[src/rtl/sclgen_pkg.sv]
package sclgen_pkg;

    localparam int DIV_W     = 8;
    localparam int PRE_W     = 3;
    localparam int CFG_W     = 2 * DIV_W + PRE_W;
    localparam int MAX_SHIFT = (1 << PRE_W) - 1;
    localparam int CNT_W     = DIV_W + MAX_SHIFT + 1;

    typedef logic [CNT_W-1:0] cnt_t;

    typedef struct packed {
        logic [PRE_W-1:0] pre;
        logic [DIV_W-1:0] hi;
        logic [DIV_W-1:0] lo;
    } wave_cfg_t;

    typedef enum logic {
        PH_LOW  = 1'b0,
        PH_HIGH = 1'b1
    } phase_t;

    function automatic cnt_t phase_len(
        input logic [DIV_W-1:0] div,
        input logic [PRE_W-1:0] pre,
        input int unsigned      pre_max,
        input int unsigned      offset
    );
        logic [PRE_W-1:0] eff;
        cnt_t             base;
        eff  = (32'(pre) > pre_max) ? PRE_W'(pre_max) : pre;
        base = cnt_t'(div) << eff;
        return base + cnt_t'(offset);
    endfunction

endpackage

[src/rtl/sclgen_shadow.sv]
module sclgen_shadow
    import sclgen_pkg::*;
#(
    parameter int unsigned PRE_MAX = 5,
    parameter int unsigned OFFSET  = 4
) (
    input  logic      clk,
    input  logic      rst,
    input  logic      load,
    input  wave_cfg_t cfg_in,
    input  phase_t    phase,
    output cnt_t      len_cur,
    output cnt_t      mid_hi
);

    wave_cfg_t cfg_q;
    cnt_t      len_lo;
    cnt_t      len_hi;

    // Shadow copy: updated only when idle or at a phase boundary
    always_ff @(posedge clk) begin
        if (rst) begin
            cfg_q <= '0;
        end else if (load) begin
            cfg_q <= cfg_in;
        end
    end

    always_comb begin
        len_lo  = phase_len(cfg_q.lo, cfg_q.pre, PRE_MAX, OFFSET);
        len_hi  = phase_len(cfg_q.hi, cfg_q.pre, PRE_MAX, OFFSET);
        len_cur = (phase == PH_HIGH) ? len_hi : len_lo;
        mid_hi  = len_hi >> 1;
    end

endmodule

[src/rtl/sclgen_phase.sv]
module sclgen_phase
    import sclgen_pkg::*;
(
    input  logic   clk,
    input  logic   rst,
    input  logic   en,
    input  cnt_t   len_cur,
    output logic   active,
    output phase_t phase,
    output cnt_t   cnt,
    output logic   at_end
);

    assign at_end = active && (cnt == len_cur - cnt_t'(1));

    always_ff @(posedge clk) begin
        if (rst || !en) begin
            active <= 1'b0;
            cnt    <= '0;
            phase  <= PH_LOW;
        end else if (!active) begin
            active <= 1'b1;
            cnt    <= '0;
            phase  <= PH_LOW;
        end else if (at_end) begin
            cnt    <= '0;
            phase  <= (phase == PH_LOW) ? PH_HIGH : PH_LOW;
        end else begin
            cnt    <= cnt + cnt_t'(1);
        end
    end

    // the counter never runs past the length of the phase it is timing
    assert_cnt_bound_R1: assert property (@(posedge clk) disable iff (rst)
        active |-> (cnt < len_cur));

    // a phase boundary toggles the level when the block stays enabled
    assert_flip_at_end_R2: assert property (@(posedge clk) disable iff (rst)
        (en && at_end) |=> (phase != $past(phase)));

    // disabling clears activity and holds the counter at zero
    assert_idle_hold_R7: assert property (@(posedge clk) disable iff (rst)
        !en |=> (!active && cnt == '0));

endmodule

[src/rtl/sclgen_strobe.sv]
module sclgen_strobe
    import sclgen_pkg::*;
(
    input  logic   active,
    input  phase_t phase,
    input  cnt_t   cnt,
    input  cnt_t   mid_hi,
    output logic   scl,
    output logic   smp,
    output logic   drv
);

    always_comb begin
        scl = !(active && phase == PH_LOW);
        drv = active && (phase == PH_LOW)  && (cnt == cnt_t'(1));
        smp = active && (phase == PH_HIGH) && (cnt == mid_hi);
    end

endmodule

[src/rtl/sclgen_top.sv]
module sclgen_top
    import sclgen_pkg::*;
#(
    parameter int unsigned PRE_MAX = 5,
    parameter int unsigned OFFSET  = 4
) (
    input  logic             clk,
    input  logic             rst,
    input  logic             en,
    input  logic [CFG_W-1:0] wave_cfg,
    output logic             scl_o,
    output logic             sample_stb,
    output logic             drive_stb
);

    wave_cfg_t cfg_s;
    phase_t    phase;
    cnt_t      cnt;
    cnt_t      len_cur;
    cnt_t      mid_hi;
    logic      active;
    logic      at_end;
    logic      load;

    assign cfg_s = wave_cfg_t'(wave_cfg);
    assign load  = !active || at_end;

    sclgen_shadow #(.PRE_MAX(PRE_MAX), .OFFSET(OFFSET)) u_shadow (
        .clk     (clk),
        .rst     (rst),
        .load    (load),
        .cfg_in  (cfg_s),
        .phase   (phase),
        .len_cur (len_cur),
        .mid_hi  (mid_hi)
    );

    sclgen_phase u_phase (
        .clk     (clk),
        .rst     (rst),
        .en      (en),
        .len_cur (len_cur),
        .active  (active),
        .phase   (phase),
        .cnt     (cnt),
        .at_end  (at_end)
    );

    sclgen_strobe u_strobe (
        .active  (active),
        .phase   (phase),
        .cnt     (cnt),
        .mid_hi  (mid_hi),
        .scl     (scl_o),
        .smp     (sample_stb),
        .drv     (drive_stb)
    );

    // the length in force cannot move while a phase is in progress
    assert_len_hold_R6: assert property (@(posedge clk) disable iff (rst)
        (active && !at_end && en) |=> $stable(len_cur));

    // one cycle after enable is sampled low the line is released and quiet
    assert_idle_out_R7: assert property (@(posedge clk) disable iff (rst)
        !en |=> (scl_o && !sample_stb && !drive_stb));

    // the change strobe only occurs while SCL is held low
    assert_drv_low_R8: assert property (@(posedge clk) disable iff (rst)
        drive_stb |-> !scl_o);

    // the sample strobe only occurs while SCL is released
    assert_smp_high_R9: assert property (@(posedge clk) disable iff (rst)
        sample_stb |-> scl_o);

endmodule

[config.mk]
export PLATFORM = sky130hd
export DESIGN_NAME = sclgen_top
export DESIGN_NICKNAME = d
export VERILOG_FILES = /design/src/rtl/sclgen_pkg.sv /design/src/rtl/sclgen_shadow.sv /design/src/rtl/sclgen_phase.sv /design/src/rtl/sclgen_strobe.sv /design/src/rtl/sclgen_top.sv
export SDC_FILE = /design/constraint.sdc
export NUM_CORES = 1
export LEC_CHECK = 0
export CORE_AREA = 2 2 115 117
export CTS_CLUSTER_DIAMETER = 40
export DETAILED_ROUTE_END_ITERATION = 7
export DIE_AREA = 0 0 117 119
export GPL_TIMING_DRIVEN = 1
export HOLD_SLACK_MARGIN = 0.05
export PLACE_DENSITY = 0.5
export SYNTH_ARGS = -nofsm -noshare
export SYNTH_HDL_FRONTEND = slang
export SYNTH_SLANG_ARGS = --single-unit
export TNS_END_PERCENT = 100
[constraint.sdc]
create_clock -name clk -period 4 [get_ports clk]
set_input_delay 0.6 -clock clk [delete_from_list [all_inputs] [get_ports clk]]
set_output_delay 0.6 -clock clk [all_outputs]
set_load 0.01 [all_outputs]
* After elaboration in Yosys (flattened, before gate mapping)
Index checks and enable logic that the tools add are counted.
** Cells by class
- $add $sub $neg :: 4
- $lt $le $gt $ge :: 1
- Equality and inequality tests :: 3
- Shifts and indexed selects :: 2
- Muxes and demuxes :: 4
- Bitwise operators :: 2
- Reductions and logical operators :: 12
** Operators with widths (number)
- 16-bit by 3-bit adder with 16-bit output, second input constant :: 2
- 8-bit by 3-bit left shift with 16-bit output :: 2
- 16-bit by 1-bit adder with 16-bit output, second input constant :: 1
- 16-bit by 1-bit equality test with 1-bit output, second input constant :: 1
- 16-bit by 15-bit equality test with 1-bit output :: 1
- 16-bit equality test :: 1
- 16-bit two-way mux :: 1
- 16-bit by 1-bit subtractor with 16-bit output, second input constant :: 1
- 1-bit logical AND :: 5
- 3-bit greater-than comparator, second input constant :: 1
- 1-bit logical NOT :: 3
- 3-bit two-way mux :: 1
- 3-bit OR reduction :: 1
- 1-bit logical OR :: 2
- 1-bit two-way mux :: 2
- 1-bit inverter :: 2
- 2-bit OR reduction :: 1
** Storage, ports and cells
- Bits in registers :: 37
- Input bits :: 22
- Output and inout bits :: 3

* Logic depth before layout (Yosys ltp)
Gate-level depths: netlist of run 1.
- Depth in word-level cells :: 9
- Gate-level depth with buffers :: 20

* Cells and area by module
From an unflattened synthesis of run 1, not the netlist that was laid out.
** Unflattened totals
- Cells, all modules :: 451
- Area total of the unflattened synthesis :: 3764.9 um2
** Modules (own cells, without submodules)
- sclgen_shadow :: instances 1, cells each 260, area each 2160.8 um2, seq. area each 380.4 um2
- sclgen_phase :: instances 1, cells each 161, area each 1368.8 um2, seq. area each 360.3 um2
- sclgen_strobe :: instances 1, cells each 29, area each 229.0 um2, seq. area each 0.0 um2
- sclgen_top :: instances 1, cells each 1, area each 6.3 um2, seq. area each 0.0 um2

* Least setup slack after synthesis of run 1
OpenSTA, ideal clock, no wires.
- Path kind :: register -> register
- Start :: reg u_shadow.cfg_q[18] (netlist name)
- End :: reg u_shadow.cfg_q[0] (netlist name)
- Library setup time :: 0.095 ns
- Arrival :: 4.085 ns
- Path slack :: -0.180 ns
- Cell stages (with the launch flop) :: 18
- Buffers on the path :: 4
- Path through :: dfxtp_1 buf_4 or2_1 buf_2 o22ai_1 ha_1 inv_1 a221oi_1 mux2_2 and3_1 xnor2_1 xnor2_1 a31oi_1 or4_1 or3_1 buf_6 buf_6 o311ai_1
** On the way
- Cells in the longest elaborated chain, start to end :: 9
- Elaborated cells on any way between the ends :: 11
- Those cells by class :: add/sub: 3; order compare: 1; eq/ne: 1; shift: 2; mux: 2; reduce/logical: 2
** Ends and longest elaborated chain
- from (decl) :: line sclgen_shadow.sv:16 : wave_cfg_t cfg_q;
- from (signal assigned) :: line sclgen_shadow.sv:25 : cfg_q <= cfg_in;
- 3-bit greater-than comparator :: line sclgen_pkg.sv:30 : eff = (32'(pre) > pre_max) ? PRE_W'(pre_max) : pre;
- 3-bit two-way mux (*) :: line sclgen_pkg.sv:30
- 8-bit by 3-bit left shift with 16-bit output :: line sclgen_pkg.sv:31 : base = cnt_t'(div) << eff;
- 16-bit by 3-bit adder with 16-bit output :: line sclgen_pkg.sv:32 : return base + cnt_t'(offset);
- 16-bit two-way mux (*) :: line sclgen_shadow.sv:32 : len_cur = (phase == PH_HIGH) ? len_hi : len_lo;
- 16-bit by 1-bit subtractor with 16-bit output (*) :: line sclgen_phase.sv:14 : assign at_end = active && (cnt == len_cur - cnt_t'(1));
- 16-bit equality test (*) :: line sclgen_phase.sv:14
- 1-bit logical AND (*) :: line sclgen_phase.sv:14
- 1-bit logical OR (*) :: line sclgen_top.sv:26 : assign load = !active || at_end;
Every way passes the cells marked *; elsewhere a longest branch is shown, timed or not.
A chain may end at the register's enable or synchronous reset.

* Worst setup path in the final report of run 1
- Start :: reg u_shadow.cfg_q[17] (netlist name)
- End :: reg u_shadow.cfg_q[16] (netlist name)
The elaborated chain is that of the path after synthesis.

==> metrics.txt, run 1 <==
# TYPE chip_impl_metric gauge
chip_impl_metric{name="core-area",unit="mm²"} 0.0129
chip_impl_metric{name="p_int",unit="W"} 0.000966
chip_impl_metric{name="netlist_area",unit="mm²"} 0.00439
chip_impl_metric{name="cts_made_buffers",unit=""} 5
chip_impl_info{name="timing.rr.end",value="u_shadow.cfg_q[16]$_SDFFE_PP0P_"} 1
chip_impl_metric{name="gr-total-overflow",unit=""} 0
chip_impl_metric{name="place_worst_setup_slack",unit="ns"} -0.355
chip_impl_metric{name="htreeDepth",unit=""} 2
chip_impl_info{name="worst_setup_path_startpoint",value="u_shadow.cfg_q[17]$_SDFFE_PP0P_"} 1
chip_impl_metric{name="setup_ws",unit="ns"} -0.0898
chip_impl_metric{name="comb_power_share",unit="%"} 46.0
chip_impl_metric{name="timing.critical_path.arrival",unit="ns"} 4.32
chip_impl_info{name="min_delay_worst_endpoint",value="u_phase.cnt[0]$_SDFF_PP0_"} 1
chip_impl_metric{name="drt_iter0_drc",unit=""} 413
chip_impl_metric{name="holdPathStages",unit=""} 1
chip_impl_metric{name="cts.hold.buffers_added",unit=""} 0
chip_impl_metric{name="report.final.slew_viol_count",unit=""} 0
chip_impl_metric{name="antenna_cells_inserted",unit=""} 0
chip_impl_metric{name="finalClockSkew",unit="ns"} 0.00632
chip_impl_metric{name="floorplan.initialDensity",unit="%"} 34.1
chip_impl_info{name="clock_tree_from_tritoncts",value="done"} 1
chip_impl_metric{name="gate_count_post_synth",unit=""} 572
chip_impl_metric{name="postRouteWirelength",unit="µm"} 15400
chip_impl_metric{name="synthesis.area_per_instance",unit="µm²"} 7.67
chip_impl_metric{name="path_clk_slew",unit="ns"} 0.06
chip_impl_metric{name="cp.required",unit="ns"} 4.23
chip_impl_metric{name="grt_pass1_vias",unit=""} 4819
chip_impl_info{name="yosys-top-cells-area",value="dfxtp_1, mux2i_1, xnor2_1"} 1
chip_impl_metric{name="synth.lib_cells_used.distinct",unit=""} 78
chip_impl_metric{name="numPortBuffers",unit=""} 24
chip_impl_metric{name="regToRegSetupSlack",unit="ns"} -0.09
chip_impl_metric{name="global_route_total_usage_across_every_layer",unit="%"} 22.1
chip_impl_info{name="cts-root-buf",value="clkbuf_16"} 1
chip_impl_metric{name="synth.yosys.seq_area_share",unit="%"} 16.9
chip_impl_metric{name="vias",unit=""} 4831
chip_impl_metric{name="grt_max_degree",unit=""} 41
chip_impl_info{name="yosysTopAreaCell",value="dfxtp_1"} 1
chip_impl_info{name="worstSetupPathType",value="flip-flop to flip-flop"} 1
chip_impl_metric{name="drive_above_1_share",unit="%"} 34.2
chip_impl_metric{name="max-cap-violations",unit=""} 0
chip_impl_metric{name="synth_enable_flop_cells",unit=""} 0
chip_impl_metric{name="post_drt_via_cell_ratio",unit=""} 5.65
chip_impl_metric{name="final_min_period_over_clock_period",unit="%"} 102
chip_impl_metric{name="drt_antenna_net_count",unit=""} 0
chip_impl_metric{name="ys_ff_latch",unit=""} 37
chip_impl_metric{name="clock_tree_sinks",unit=""} 37
chip_impl_metric{name="post_layout_nonfiller_instances",unit=""} 855
chip_impl_info{name="rsz_0062_raised_after_global_routing",value="yes"} 1
chip_impl_metric{name="finalSetupViolations",unit=""} 34
chip_impl_info{name="crit_path_launch_type",value="flip-flop"} 1
chip_impl_metric{name="final_nets",unit=""} 706
chip_impl_metric{name="post_synthesis_async_set_or_reset_flop_share",unit="%"} 0
chip_impl_metric{name="max_freq",unit="GHz"} 0.245
chip_impl_info{name="setup.worst_path.end_class",value="flip-flop"} 1
chip_impl_metric{name="grt_pass1_wl",unit="µm"} 24600
chip_impl_metric{name="ys.warnings.count",unit=""} 0
chip_impl_info{name="violations_in_the_final_reports",value="setup timing"} 1
chip_impl_metric{name="placementRows",unit=""} 42
chip_impl_metric{name="seq_power_share",unit="%"} 27.3
chip_impl_info{name="ys.flop_type",value="dfxtp_1"} 1
chip_impl_metric{name="flow.area_growth_from_synthesis",unit="%"} 44.6
chip_impl_metric{name="power.density",unit="mW/mm²"} 237
chip_impl_metric{name="finalPower",unit="W"} 0.00151
chip_impl_metric{name="r2r.worst_path.cells",unit=""} 19
chip_impl_metric{name="die_width",unit="µm"} 117
chip_impl_info{name="worst_r2r_start",value="u_shadow.cfg_q[17]$_SDFFE_PP0P_"} 1
chip_impl_metric{name="timing.max_slew.rel_slack",unit="%"} 45.2
chip_impl_metric{name="worstPathMaxFanout",unit=""} 7
chip_impl_metric{name="placed_cells",unit=""} 834
chip_impl_metric{name="floorplan.die.height",unit="µm"} 119
chip_impl_metric{name="switchingPower",unit="W"} 0.000539
chip_impl_metric{name="max_slew.worst_pin.slew",unit="ns"} 0.820
chip_impl_metric{name="drt-pass1-iter-count",unit=""} 5
chip_impl_metric{name="report.final.hold_viol_count",unit=""} 0
chip_impl_metric{name="clock_latency",unit="ns"} 0.29
chip_impl_metric{name="post-route-drc-count",unit=""} 0
chip_impl_metric{name="synthesis.nets",unit=""} 599
chip_impl_metric{name="power_leakage",unit="nW"} 2.29
chip_impl_info{name="min_from",value="u_phase.cnt[0]$_SDFF_PP0_"} 1
chip_impl_info{name="outcome",value="finished with violations"} 1
chip_impl_metric{name="worst_ir_drop_vdd",unit="mV"} 0.163
chip_impl_metric{name="maximum_clock_insertion_buffer_count",unit=""} 2
chip_impl_info{name="min-delay-path-class",value="flip-flop to flip-flop"} 1
chip_impl_metric{name="design.portCount",unit=""} 25
chip_impl_metric{name="area_of_the_die",unit="mm²"} 0.0139
chip_impl_metric{name="gp_congestion",unit=""} 0.939
chip_impl_metric{name="number_of_antenna_violations_at_the_first_check_in_global_routing",unit=""} 0
chip_impl_metric{name="post_drt_wl_per_cell",unit="µm"} 18.0
chip_impl_metric{name="clkPwrFrac",unit="%"} 26.6
chip_impl_metric{name="hpwlAfterDp",unit="µm"} 11100
chip_impl_metric{name="switching_power_share_of_the_total",unit="%"} 35.8
chip_impl_metric{name="min_period",unit="ns"} 4.09
chip_impl_metric{name="synthDominantCellAreaShare",unit="%"} 16.9
==> flip-flops by register name, summed over array words and instances, names as in the netlist <==
signal          flops
u_phase.active      1
u_phase.cnt        16
u_phase.phase       1
u_shadow.cfg_q     19
==> power by group through the flow <==
| stage | clock network (W) | logic (W) | registers [W] |
|---|---|---|---|
| 2_1_floorplan | 0 | 0.000350 | 0.000406 |
| 3_3_place_gp | 0 | 0.000576 | 0.000418 |
| 3_5_place_dp | 0 | 0.000583 | 0.000418 |
| 4_1_cts | 0.000406 | 0.000624 | 0.000410 |
| 5_1_grt | 0.000421 | 0.000743 | 0.000414 |
| 6_report | 0.000401 | 0.000693 | 0.000412 |
==> logic make-up after synthesis <==
logic type | count (synthesis) | share of synthesized area [%]
xor+xnor | 51 | 10.4
compound gates | 145 | 24.9
fa+ha+maj | 5 | 1.43
mux | 43 | 10.5
buf+inv | 63 | 6.93
simple gates | 228 | 29.1
flops | 37 | 16.9
==> layer usage <==
layer | part of all wire (%) | vias up | wire length [µm] | GRT usage [%]
met5 | 0 | - | 0 | 0
met4 | 1.8 | 0 | 269 | 5.96
met3 | 4.4 | 18 | 675 | 2.34
met2 | 47 | 119 | 7150 | 35.8
met1 | 47 | 2365 | 7270 | 31.2
li1 | - | 2329 | - | -
==> layout make-up <==
cell class / count / area (µm²)
tap: 176 / 220
clock buffer: 7 / 143
sequential: 37 / 749
multi-input combinational: 472 / 3880
timing repair buffer: 153 / 1310
inverter: 10 / 37.5
fill: 1260 / 6530
==> cells in the mapped netlist, drive strengths merged (20+ instances only) <==
cell,number
nand2,40
a21oi,31
buf,22
o31ai,20
o311ai,20
nor3b,22
dfxtp,37
nand2b,25
mux2i,29
xnor2,33
nor2,57
clkbuf,31
==> worst max-delay path: stages (launching register included) <==
cell,delay [ns]
dfxtp_4,0.40
buf_6,0.10
mux2i_1,0.18
nor2_1,0.06
a21oi_1,0.13
nor2_1,0.08
ha_2,0.18
buf_6,0.12
and2_4,0.15
a32oi_2,0.19
o2111ai_2,0.15
o21a_1,0.17
buf_6,0.13
xnor2_2,0.13
nor4_2,0.25
o21ai_1,0.10
or4_4,0.56
or3_4,0.51
o311ai_4,0.29
buf_4,0.15
==> timing repair <==
| item | 4_1_cts | 5_1_grt |
|---|---|---|
| setup buffers | 11 | 4 |
| hold endpoints to repair | 0 | 0 |
| cloned | 1 | 0 |
| pin swaps | 23 | 20 |
| endpoints found under the setup margin | 37 | 36 |
| resized for setup | 31 | 61 |
==> worst max path at each step <==
stage                                            endpoint  slack [ns]
final                     u_shadow.cfg_q[16]$_SDFFE_PP0P_       -0.09
after global routing      u_shadow.cfg_q[13]$_SDFFE_PP0P_       -0.28
after CTS                 u_shadow.cfg_q[16]$_SDFFE_PP0P_       -0.05
after detailed placement  u_shadow.cfg_q[13]$_SDFFE_PP0P_       -0.35
after global placement    u_shadow.cfg_q[10]$_SDFFE_PP0P_       -0.32
after floorplan            u_shadow.cfg_q[0]$_SDFFE_PP0P_       0.002
==> cells in the final DEF (no fill, tap or decap), drive strengths merged, types with 3 or more instances in the layout <==
master and n:
mux2i 29, buf 129, a211o 4, o21a 4
a32oi 5, dfxtp 37, o211ai 4, nor3 8
nor4 8, and3 4, nor2 57, inv 10
nor4b 6, xnor2 33, or2 6, xor2 18
clkdlybuf4s50 23, o22ai 4, a22oi 5, o21ai 16
nor3b 22, or3 5, nand4 8, mux2 14
a22o 4, nand2b 25, nand3 16, ha 5
nor2b 7, o31ai 20, a21o 4, clkbuf 7
a21oi 31, a211oi 6, o311ai 20, and2 3
nand2 40
==> through the flow <==
stage          hold WS [ns]  cell area (µm²)  utilization [%]  setup TNS (ns)
4_1_cts               0.537             5920             46.0          -0.133
2_1_floorplan         0.473             4420                -               0
5_1_grt               0.560             6340             49.3           -7.81
6_report              0.538             6340             49.3           -1.74
3_3_place_gp          0.509             5520             42.9           -9.79
3_5_place_dp          0.514             5520             42.9           -8.80
Note: power is estimated with default switching activity, not from simulation.
==> run 2: changes to the inputs <==
--- a/config.mk
+++ b/config.mk
@@ -5,10 +5,10 @@
 export SDC_FILE = /design/constraint.sdc
 export NUM_CORES = 1
 export LEC_CHECK = 0
-export CORE_AREA = 2 2 115 117
+export CORE_AREA = 2 2 137 99
 export CTS_CLUSTER_DIAMETER = 40
 export DETAILED_ROUTE_END_ITERATION = 7
-export DIE_AREA = 0 0 117 119
+export DIE_AREA = 0 0 139 101
 export GPL_TIMING_DRIVEN = 1
 export HOLD_SLACK_MARGIN = 0.05
 export PLACE_DENSITY = 0.5
==> metrics.txt, run 2 (synthesized netlist as in run 1, its figures left out) <==
# TYPE chip_impl_metric gauge
chip_impl_info{name="outcome",value="finished with violations"} 1
chip_impl_info{name="violations_in_the_final_reports",value="setup timing"} 1
chip_impl_metric{name="post-route-drc-count",unit=""} 0
chip_impl_metric{name="grt.met2_usage",unit="%"} 33.8
chip_impl_metric{name="die_width",unit="µm"} 139
chip_impl_metric{name="power.density",unit="mW/mm²"} 241
chip_impl_info{name="crit_path_launch_type",value="flip-flop"} 1
chip_impl_info{name="reg.largest.list",value="u_shadow.cfg_q: 19 flops, u_phase.cnt: 16 flops"} 1
chip_impl_metric{name="final_min_period_over_clock_period",unit="%"} 103
chip_impl_metric{name="switching_power_share_of_the_total",unit="%"} 36.2
chip_impl_metric{name="flow.area_growth_from_synthesis",unit="%"} 57.1
chip_impl_metric{name="timing.max_slew.rel_slack",unit="%"} 44.7
chip_impl_metric{name="seq_power_share",unit="%"} 24.6
chip_impl_metric{name="post_drt_via_cell_ratio",unit=""} 5.76
chip_impl_metric{name="comb_power_share",unit="%"} 49.2
chip_impl_metric{name="cp.required",unit="ns"} 4.20
chip_impl_metric{name="drt_iter0_drc",unit=""} 435
chip_impl_metric{name="path_clk_slew",unit="ns"} 0.06
chip_impl_info{name="mostFrequentLayoutCell",value="buf_4"} 1
chip_impl_info{name="rsz_0062_raised_after_global_routing",value="yes"} 1
chip_impl_metric{name="numPortBuffers",unit=""} 24
chip_impl_info{name="worstSetupPathType",value="flip-flop to flip-flop"} 1
chip_impl_metric{name="holdPathStages",unit=""} 1
chip_impl_metric{name="grt_pass1_wl",unit="µm"} 24900
chip_impl_metric{name="worst_ir_drop_vdd",unit="mV"} 0.173
chip_impl_info{name="setup.worst_path.end_class",value="flip-flop"} 1
chip_impl_metric{name="placementRows",unit=""} 35
chip_impl_metric{name="postRouteWirelength",unit="µm"} 17000
chip_impl_info{name="worst_r2r_start",value="u_shadow.cfg_q[18]$_SDFFE_PP0P_"} 1
chip_impl_metric{name="min_period",unit="ns"} 4.13
chip_impl_metric{name="finalSetupViolations",unit=""} 35
chip_impl_metric{name="regToRegSetupSlack",unit="ns"} -0.13
chip_impl_metric{name="drt_antenna_net_count",unit=""} 0
chip_impl_metric{name="grt_pass1_vias",unit=""} 4598
chip_impl_info{name="timing.rr.end",value="u_shadow.cfg_q[7]$_SDFFE_PP0P_"} 1
chip_impl_info{name="mostFrequentLayoutCells",value="buf_4, nor2_1, nand2_1, dfxtp_1, xnor2_1"} 1
chip_impl_metric{name="floorplan.initialDensity",unit="%"} 34.3
chip_impl_metric{name="htreeDepth",unit=""} 2
chip_impl_metric{name="max_freq",unit="GHz"} 0.242
chip_impl_metric{name="finalPower",unit="W"} 0.00166
chip_impl_metric{name="largest_register_ff_count",unit=""} 19
chip_impl_metric{name="drt-pass1-iter-count",unit=""} 5
chip_impl_metric{name="p_int",unit="W"} 0.00106
chip_impl_metric{name="hold_slack",unit="ns"} 0.526
chip_impl_metric{name="max_slew.worst_pin.slew",unit="ns"} 0.821
chip_impl_info{name="min_from",value="u_phase.cnt[0]$_SDFF_PP0_"} 1
chip_impl_metric{name="clock_tree_sinks",unit=""} 37
chip_impl_metric{name="core-area",unit="mm²"} 0.0128
chip_impl_metric{name="power_leakage",unit="nW"} 2.50
chip_impl_metric{name="drive_above_1_share",unit="%"} 42.6
chip_impl_metric{name="vias",unit=""} 4992
chip_impl_metric{name="hpwlAfterDp",unit="µm"} 11800
chip_impl_metric{name="timing.critical_path.arrival",unit="ns"} 4.32
chip_impl_metric{name="post_drt_wl_per_cell",unit="µm"} 19.6
chip_impl_metric{name="finalClockSkew",unit="ns"} 0.00653
chip_impl_metric{name="final_core_util",unit="%"} 53.9
chip_impl_metric{name="global_route_total_usage_across_every_layer",unit="%"} 22.1
chip_impl_metric{name="final_nets",unit=""} 726
chip_impl_metric{name="gp_congestion",unit=""} 0.920
chip_impl_metric{name="worstPathMaxFanout",unit=""} 7
chip_impl_metric{name="r2r.worst_path.cells",unit=""} 14
chip_impl_metric{name="place_worst_setup_slack",unit="ns"} -0.352
chip_impl_info{name="min_delay_worst_endpoint",value="u_phase.cnt[0]$_SDFF_PP0_"} 1
chip_impl_metric{name="report.final.slew_viol_count",unit=""} 0
chip_impl_info{name="cts-root-buf",value="clkbuf_16"} 1
chip_impl_metric{name="clock_latency",unit="ns"} 0.29
chip_impl_metric{name="gr-total-overflow",unit=""} 0
chip_impl_info{name="clock_tree_from_tritoncts",value="done"} 1
chip_impl_info{name="min-delay-path-class",value="flip-flop to flip-flop"} 1
chip_impl_metric{name="clkPwrFrac",unit="%"} 26.1
chip_impl_info{name="grt.busiest_layer",value="met2"} 1
chip_impl_metric{name="gr-usage-met3",unit="%"} 2.80
chip_impl_metric{name="antenna_cells_inserted",unit=""} 0
chip_impl_metric{name="setup_ws",unit="ns"} -0.125
chip_impl_metric{name="switchingPower",unit="W"} 0.000602
chip_impl_metric{name="cts_made_buffers",unit=""} 5
chip_impl_metric{name="report.final.hold_viol_count",unit=""} 0
chip_impl_metric{name="design.portCount",unit=""} 25
chip_impl_metric{name="grt_max_degree",unit=""} 59
chip_impl_metric{name="max-cap-violations",unit=""} 0
chip_impl_metric{name="floorplan.die.height",unit="µm"} 101
chip_impl_metric{name="cts.hold.buffers_added",unit=""} 0
chip_impl_metric{name="tns_setup",unit="ns"} -2.63
chip_impl_metric{name="area_of_the_die",unit="mm²"} 0.0140
chip_impl_metric{name="number_of_antenna_violations_at_the_first_check_in_global_routing",unit=""} 0
chip_impl_metric{name="maximum_clock_insertion_buffer_count",unit=""} 2
chip_impl_info{name="max_flop_register",value="u_shadow.cfg_q"} 1
chip_impl_metric{name="gr_met1_demand_resource",unit="%"} 33.8
run 2: changes by cell type in the layout (fill, tap and decap cells not counted), moves of 3 or more:
cell / before / now
a21oi_1: 28 / 17
a21oi_2: 3 / 13
buf_12: 3 / 8
buf_4: 114 / 128
buf_6: 10 / 6
clkbuf_16: 5 / 9
mux2i_1: 25 / 22
nor2_1: 55 / 52
run 2: worst max-delay path by stage:
| stage | from | to | depth (start not counted) |
|---|---|---|---|
| detailed placement | u_shadow.cfg_q[16]$_SDFFE_PP0P_ | u_shadow.cfg_q[14]$_SDFFE_PP0P_ | 16 |
| finish | u_shadow.cfg_q[18]$_SDFFE_PP0P_ | u_shadow.cfg_q[7]$_SDFFE_PP0P_ | 14 |
| global placement | u_shadow.cfg_q[16]$_SDFFE_PP0P_ | u_shadow.cfg_q[14]$_SDFFE_PP0P_ | 16 |
| floorplan | u_shadow.cfg_q[18]$_SDFFE_PP0P_ | u_shadow.cfg_q[0]$_SDFFE_PP0P_ | 17 |
| CTS | u_shadow.cfg_q[16]$_SDFFE_PP0P_ | u_shadow.cfg_q[0]$_SDFFE_PP0P_ | 19 |
| global route | u_shadow.cfg_q[16]$_SDFFE_PP0P_ | u_shadow.cfg_q[7]$_SDFFE_PP0P_ | 17 |
run 2: final cells by class:
type / instances / area [µm²]
Clock inverter: 1 / 5.00
Timing Repair Buffer: 173 / 1570
Inverter: 10 / 37.5
Sequential cell: 37 / 752
Clock buffer: 7 / 153
Multi-Input combinational cell: 472 / 4170
Fill cell: 1191 / 5890
Tap cell: 166 / 208
run 2: repair_timing:
action	4_1_cts	5_1_grt
endpoints found under the setup margin	37	37
gates cloned	0	4
gates resized for setup	55	101
setup buffers	4	14
pin swaps	10	39
run 2: worst max-delay path, stage by stage, from the launching register on:
cell and delay (ns):
dfxtp_4 0.38, buf_12 0.15, or2_4 0.27, buf_6 0.13, o22a_4 0.21, a211o_4 0.36
or4b_4 0.58, xnor2_2 0.15, o211ai_2 0.12, and3b_4 0.22, a211o_1 0.27, a22o_4 0.27
or3_4 0.47, buf_8 0.18, o311ai_2 0.27
run 2: routing by layer:
| layer | wire length [µm] | up-vias |
|---|---|---|
| met4 | 174 | 0 |
| met5 | 0 | - |
| li1 | - | 2371 |
| met1 | 8350 | 2416 |
| met2 | 7430 | 184 |
| met3 | 1060 | 21 |
run 2: per-stage QoR:
stage / std cells / cell area (µm²)
after global routing: 866 / 6900
after detailed placement: 836 / 5640
final: 866 / 6900
after global placement: 836 / 5640
after floorplan: 572 / 4420
after CTS: 848 / 6110
run 2: power groups by stage:
stage / clock [W] / sequential [W] / combinational (W)
after floorplan: 0 / 0.000406 / 0.000350
after global placement: 0 / 0.000413 / 0.000619
after detailed placement: 0 / 0.000413 / 0.000623
after CTS: 0.000439 / 0.000406 / 0.000679
after global routing: 0.000453 / 0.000410 / 0.000867
final: 0.000435 / 0.000409 / 0.000818
